<file path="src/rtl/dpsimd_seq.sv">
`timescale 1ns/1ps
module dpsimd_seq #(
  parameter int HALF_W = 256,
  parameter int LANE_W = 32,
  parameter int TAG_W  = 4,
  parameter int LAT    = 3
) (
  input  logic                  clk,
  input  logic                  rst,
  input  logic                  in_valid,
  output logic                  in_ready,
  input  logic [1:0]            in_op,
  input  logic                  in_wide,
  input  logic [TAG_W-1:0]      in_tag,
  input  logic [2*HALF_W-1:0]   in_a,
  input  logic [2*HALF_W-1:0]   in_b,
  output logic                  out_valid,
  output logic [TAG_W-1:0]      out_tag,
  output logic [2*HALF_W-1:0]   out_data
);
  localparam int FULL_W = 2 * HALF_W;
  localparam int NLANE  = HALF_W / LANE_W;
  localparam logic [1:0] OP_ADD = 2'd0, OP_AND = 2'd1, OP_FOLD = 2'd3;

  function automatic logic [HALF_W-1:0] lane_op(input logic [1:0] op,
                                                input logic [HALF_W-1:0] a,
                                                input logic [HALF_W-1:0] b);
    logic [HALF_W-1:0] s;
    for (int i = 0; i < NLANE; i++)
      s[i*LANE_W +: LANE_W] = a[i*LANE_W +: LANE_W] + b[i*LANE_W +: LANE_W];
    case (op)
      OP_ADD:  return s;
      OP_AND:  return a & b;
      default: return a ^ b;
    endcase
  endfunction

  // upper-half staging
  logic              hi_pend, gap;
  logic [HALF_W-1:0] hi_a, hi_b;
  logic [1:0]        hi_op;
  logic [TAG_W-1:0]  hi_tag;

  wire acc = in_valid && in_ready;
  assign in_ready = !hi_pend && !gap;

  always_ff @(posedge clk) begin
    if (rst) begin
      hi_pend <= 1'b0;
      gap     <= 1'b0;
    end else begin
      gap     <= hi_pend && (hi_op == OP_FOLD);
      hi_pend <= !hi_pend && acc && in_wide;
    end
  end

  always_ff @(posedge clk) begin
    if (acc && in_wide) begin
      hi_a   <= in_a[FULL_W-1:HALF_W];
      hi_b   <= in_b[FULL_W-1:HALF_W];
      hi_op  <= in_op;
      hi_tag <= in_tag;
    end
  end

  // issue select
  wire [1:0]        sel_op  = hi_pend ? hi_op : in_op;
  wire [HALF_W-1:0] sel_a   = hi_pend ? hi_a  : in_a[HALF_W-1:0];
  wire [HALF_W-1:0] sel_b   = hi_pend ? hi_b  : in_b[HALF_W-1:0];
  wire              iss_v   = hi_pend || acc;
  wire              iss_w   = hi_pend || in_wide;
  wire [TAG_W-1:0]  iss_tag = hi_pend ? hi_tag : in_tag;

  // lane pipeline
  logic [LAT-1:0]    pv, ph, pw, pf;
  logic [TAG_W-1:0]  pt [LAT];
  logic [HALF_W-1:0] pd [LAT];

  always_ff @(posedge clk) begin
    if (rst) pv <= '0;
    else begin
      pv[0] <= iss_v;
      for (int i = 1; i < LAT; i++) pv[i] <= pv[i-1];
    end
  end

  always_ff @(posedge clk) begin
    ph[0] <= hi_pend;
    pw[0] <= iss_w;
    pf[0] <= sel_op == OP_FOLD;
    pt[0] <= iss_tag;
    pd[0] <= lane_op(sel_op, sel_a, sel_b);
    for (int i = 1; i < LAT; i++) begin
      ph[i] <= ph[i-1];
      pw[i] <= pw[i-1];
      pf[i] <= pf[i-1];
      pt[i] <= pt[i-1];
      pd[i] <= pd[i-1];
    end
  end

  wire              ev = pv[LAT-1];
  wire              eh = ph[LAT-1];
  wire              ew = pw[LAT-1];
  wire              ef = pf[LAT-1];
  wire [TAG_W-1:0]  et = pt[LAT-1];
  wire [HALF_W-1:0] ed = pd[LAT-1];

  // merge and output
  logic              mrg_v;
  logic [HALF_W-1:0] lo_hold, mrg_d;
  logic [TAG_W-1:0]  mrg_tag;

  wire direct_done = ev && (!ew || (eh && !ef));
  wire fold_done   = ev && ew && eh && ef;

  always_ff @(posedge clk) begin
    if (rst) begin
      out_valid <= 1'b0;
      mrg_v     <= 1'b0;
    end else begin
      out_valid <= mrg_v || direct_done;
      mrg_v     <= fold_done;
    end
  end

  always_ff @(posedge clk) begin
    if (ev && ew && !eh) lo_hold <= ed;
    if (fold_done) begin
      mrg_d   <= lo_hold ^ ed;
      mrg_tag <= et;
    end
    if (mrg_v) begin
      out_data <= {{HALF_W{1'b0}}, mrg_d};
      out_tag  <= mrg_tag;
    end else if (direct_done) begin
      out_data <= ew ? {ed, lo_hold} : {{HALF_W{1'b0}}, ed};
      out_tag  <= et;
    end
  end

  p_upper_slot_r2: assert property (@(posedge clk) disable iff (rst)
    (acc && in_wide) |=> !in_ready);
  p_narrow_free_r2: assert property (@(posedge clk) disable iff (rst)
    (acc && !in_wide) |=> in_ready);
  p_fold_gap_r4: assert property (@(posedge clk) disable iff (rst)
    (acc && in_wide && in_op == OP_FOLD) |-> ##2 !in_ready);
  p_half_pair_r3: assert property (@(posedge clk) disable iff (rst)
    (ev && ew && !eh) |=> (ev && ew && eh));
  p_merge_slot_r7: assert property (@(posedge clk) disable iff (rst)
    mrg_v |-> !ev);
  p_reset_clear_r8: assert property (@(posedge clk)
    $fell(rst) |-> (!out_valid && in_ready));
endmodule

</file>
<file path="config.mk">
export PLATFORM = sky130hd
export DESIGN_NAME = dpsimd_seq
export DESIGN_NICKNAME = d
export VERILOG_FILES = /design/src/rtl/dpsimd_seq.sv
export SDC_FILE = /design/constraint.sdc
export NUM_CORES = 2
export LEC_CHECK = 0
export ABC_AREA = 0
export BUFFER_PORTS_ARGS = -buffer_cell sky130_fd_sc_hd__buf_2
export CORE_AREA = 5 5 605 607
export DETAILED_ROUTE_END_ITERATION = 10
export DIE_AREA = 0 0 610 612
export HOLD_SLACK_MARGIN = 0.15
export PLACE_DENSITY = 0.55
export SLEW_MARGIN = 10
export SYNTH_ARGS = -nofsm -noshare
export SYNTH_HDL_FRONTEND = slang
export SYNTH_SLANG_ARGS = --single-unit
</file>
<file path="constraint.sdc">
create_clock -name clk -period 14.6 [get_ports clk]
set_clock_uncertainty 0.05 [all_clocks]
set_input_delay 2.92 -clock clk [delete_from_list [all_inputs] [get_ports clk]]
set_output_delay 2.92 -clock clk [all_outputs]
set_load 0.005 [all_outputs]
</file>
==> impl_metrics.json <==
{
  "max_clock_freq_ghz": 0.156,
  "grt_use_met3_pct": 4.00,
  "finalCritPeriodShare_pct": 43.9,
  "holdPathEnd": "pd[0][686]$_DFF_P_",
  "dr.pass1.iters": 6,
  "met1_usage_pct": 27.0,
  "synth_top_area_share_pct": 41.5,
  "clkSinkCount": 2346,
  "grt-busiest-layer": "met2",
  "synth_area_um2": 93500,
  "power.density_nw_per_um2": 147,
  "drc_errors": 0,
  "post-cts-setup-buffer-count": 0,
  "yosys_most_used_dff": "edfxtp_1",
  "multi_input_area_um2": 32000,
  "num-fill-cells": 36100,
  "start_util_pct": 25.9,
  "grt_max_degree": 163,
  "rrSetupSlack_ns": 8.19,
  "die_h_um": 612,
  "synth_cell_types": 100,
  "slew_headroom_pct": 15.7,
  "gp_congestion": 0.954,
  "maxCapViolations": 0,
  "tns_ns": 0,
  "path_cells": "buf_4 -> buf_12 -> buf_4 -> mux2_2 -> ha_1 -> a21oi_1 -> o21bai_1 -> a21oi_1 -> nor3_1 -> nor2_1 -> o311ai_1 -> a211oi_1 -> nor3_1 -> a311o_1",
  "tritoncts": "built",
  "layout_min_cycle_time_ns": 6.41,
  "clk_pin_slew_worst_paths_ns": 0.06,
  "r2r_start": "hi_pend$_SDFF_PP0_",
  "cts_root_buf": "clkbuf_16",
  "core_area_um2": 361000,
  "post_cts_resized": 0,
  "h-tree-depth": 5,
  "clock_power_share_pct": 40.6,
  "top_level_ports": 1552,
  "synth.net_count": 8510,
  "holdWs_ns": 0.238,
  "reg2reg_depth": 14,
  "hold_start": "pd[0][430]$_DFF_P_",
  "ys_ff_latch": 2346,
  "ant_nets": 0,
  "die-area_um2": 373000,
  "drv_slew": 0,
  "vias_per_cell": 4.87,
  "finalHoldViolCount": 0,
  "final-seq-area_um2": 59900,
  "p_total_mw": 17.0,
  "cts_made_buffers": 278,
  "synth_edf_count": 1294,
  "pwr-share-comb_pct": 11.7,
  "yosysWarnings": 0,
  "antenna_found_initial": 188,
  "cts_hold_buf": 0,
  "rsz0062_at_grt": "no",
  "yosys-top-cells-area": "edfxtp_1 (42%), dfxtp_1 (23%), mux2_2 (6.4%)",
  "via_count": 67400,
  "drt_iter0_drc": 7102,
  "r2r-end": "pd[0][216]$_DFF_P_",
  "nets": 10000,
  "fin_util_pct": 32.1,
  "critPathSlowestCell": "buf_4",
  "worst_slew_pin_slew_ns": 1.27,
  "gr-usage-all-layers_pct": 19.6,
  "slowest_delay_ns": 0.76,
  "portBuffers": 1551,
  "drive_gt1_share_pct": 29.5,
  "cp_top_family": "compound AO/OA/AOI/OAI gates",
  "clockBufferDepth": 4,
  "criticalPathCategory": "flip-flop to flip-flop",
  "grtUsageMet2_pct": 30.5,
  "outcome": "finished, final reports clean",
  "crit_path_end_kind": "flip-flop",
  "synth_area_leader_cell": "edfxtp_1",
  "hp-class": "flip-flop to flip-flop",
  "synth_most_common_cell": "edfxtp_1",
  "clk_latency_ns": 0.88,
  "worst_slack_ns": 8.19,
  "setup_violations": 0,
  "arrival_ns": 7.09,
  "switching_share_pct": 27.3,
  "switching_power_mw": 4.63,
  "crit_fanout": 106,
  "path_buf_inv": 3,
  "p_leak_nw": 45.5,
  "detail_route.wl_per_cell_um": 27.9,
  "synth-async-reset-ratio_pct": 0,
  "dp_hpwl_um": 297000,
  "place_ws_ns": 7.83,
  "path_depth": 14,
  "syn_avg_cell_area_um2": 13.0,
  "rows": 221,
  "yosysSeqAreaShare_pct": 64.0,
  "area_growth_pct": 23.9,
  "gr-total-overflow": 0,
  "seqPwrFrac_pct": 47.7,
  "synth_commonest_cells": "edfxtp_1 (1294), dfxtp_1 (1052), mux2_2 (530)",
  "holdPathStages": 0,
  "p_int_mw": 12.4,
  "grt_pass1_wl_um": 522000,
  "start_kind": "flip-flop",
  "syn_inst": 7212,
  "cp.required_ns": 15.28,
  "peakVddDrop_mv": 0.0978,
  "first_global_vias": 64700,
  "totalWireLength_um": 387000,
  "die_x_um": 610
}
-- worst register-to-register path, stage by stage, from the launching register on --
cell and delay, ns:
dfxtp_4 0.68, buf_4 0.56, buf_12 0.51, buf_4 0.94, mux2_2 0.48, ha_1 0.35
a21oi_1 0.28, o21bai_1 0.16, a21oi_1 0.57, nor3_1 0.15, nor2_1 0.44, o311ai_1 0.26
a211oi_1 0.42, nor3_1 0.08, a311o_1 0.34
-- power groups by stage --
stage / clock [mW] / sequential (mW) / combinational, mW
2_1_floorplan: 0 / 7.97 / 1.20
6_report: 6.89 / 8.10 / 1.99
3_5_place_dp: 0 / 8.24 / 1.97
3_3_place_gp: 0 / 8.24 / 1.95
5_1_grt: 7.36 / 8.16 / 2.15
4_1_cts: 7.10 / 8.11 / 1.98
-- sequential cells by signal, summed over array words and instances, names as in the netlist --
name       cells
pd           768
out_data     512
hi_a         256
hi_b         256
lo_hold      256
mrg_d        256
pt            12
hi_tag         4
mrg_tag        4
out_tag        4
pf             3
ph             3
pv             3
pw             3
hi_op          2
gap            1
hi_pend        1
mrg_v          1
out_valid      1
-- how the worst max path moves through the flow --
stage	start	endpoint	slack [ns]
final	hi_pend$_SDFF_PP0_	pd[0][216]$_DFF_P_	8.19
after global routing	hi_pend$_SDFF_PP0_	pd[0][216]$_DFF_P_	7.89
after CTS	hi_pend$_SDFF_PP0_	pd[0][216]$_DFF_P_	8.29
after detailed placement	in_a[134]	pd[0][154]$_DFF_P_	7.83
after global placement	in_a[134]	pd[0][154]$_DFF_P_	7.71
after floorplan	pw[2]$_DFF_P_	mrg_d[0]$_DFFE_PP_	2.28
-- stage by stage --
stage          cell area, um2  instances
3_3_place_gp           107000      13300
4_1_cts                116000      13800
2_1_floorplan           93600       7212
6_report               116000      13800
5_1_grt                116000      13800
3_5_place_dp           107000      13300
-- routing by layer --
layer / wire (um) / vias to the layer above
met5: 284 / -
met4: 13300 / 48
met3: 29300 / 642
met2: 175000 / 3216
met1: 169000 / 33200
li1: - / 30300
-- cells in the final DEF, fill, tap and decap left out, types with 70 or more instances in the layout --
| cell type | n |
|---|---|
| buf_2 | 1551 |
| inv_1 | 75 |
| diode_2 | 78 |
| buf_4 | 70 |
| mux2i_1 | 270 |
| clkbuf_16 | 283 |
| o21ai_0 | 472 |
| nor3_1 | 90 |
| o22ai_1 | 89 |
| xor2_1 | 256 |
| a22o_1 | 268 |
| mux2_2 | 529 |
| nand3_1 | 76 |
| nand2_1 | 520 |
| a21o_1 | 146 |
| nor2_1 | 313 |
| edfxtp_1 | 1294 |
| a21oi_1 | 442 |
| dfxtp_1 | 1049 |
| ha_1 | 264 |
-- final cells by class --
type                    count  area share, %
clock inverters           138           1.16
repair buffers           1627           7.26
well taps                4794           5.18
flip-flops and latches   2346           51.7
diodes                     78          0.168
inverters                  76          0.253
multi-input cells        4407           27.6
clock buffers             374           6.66
-- cells by family after synthesis --
group	after synthesis	synth area share [%]
AOI/OAI and AO/OA	1881	13.2
muxes	801	9.28
DFF	2346	64.0
and+or+nand+nor	1205	5.68
buffers and inverters	459	1.86
xor gates and xnor gates	256	2.40
adders and majority gates	264	3.53
No activity file was read; power rests on OpenSTA's default activity.
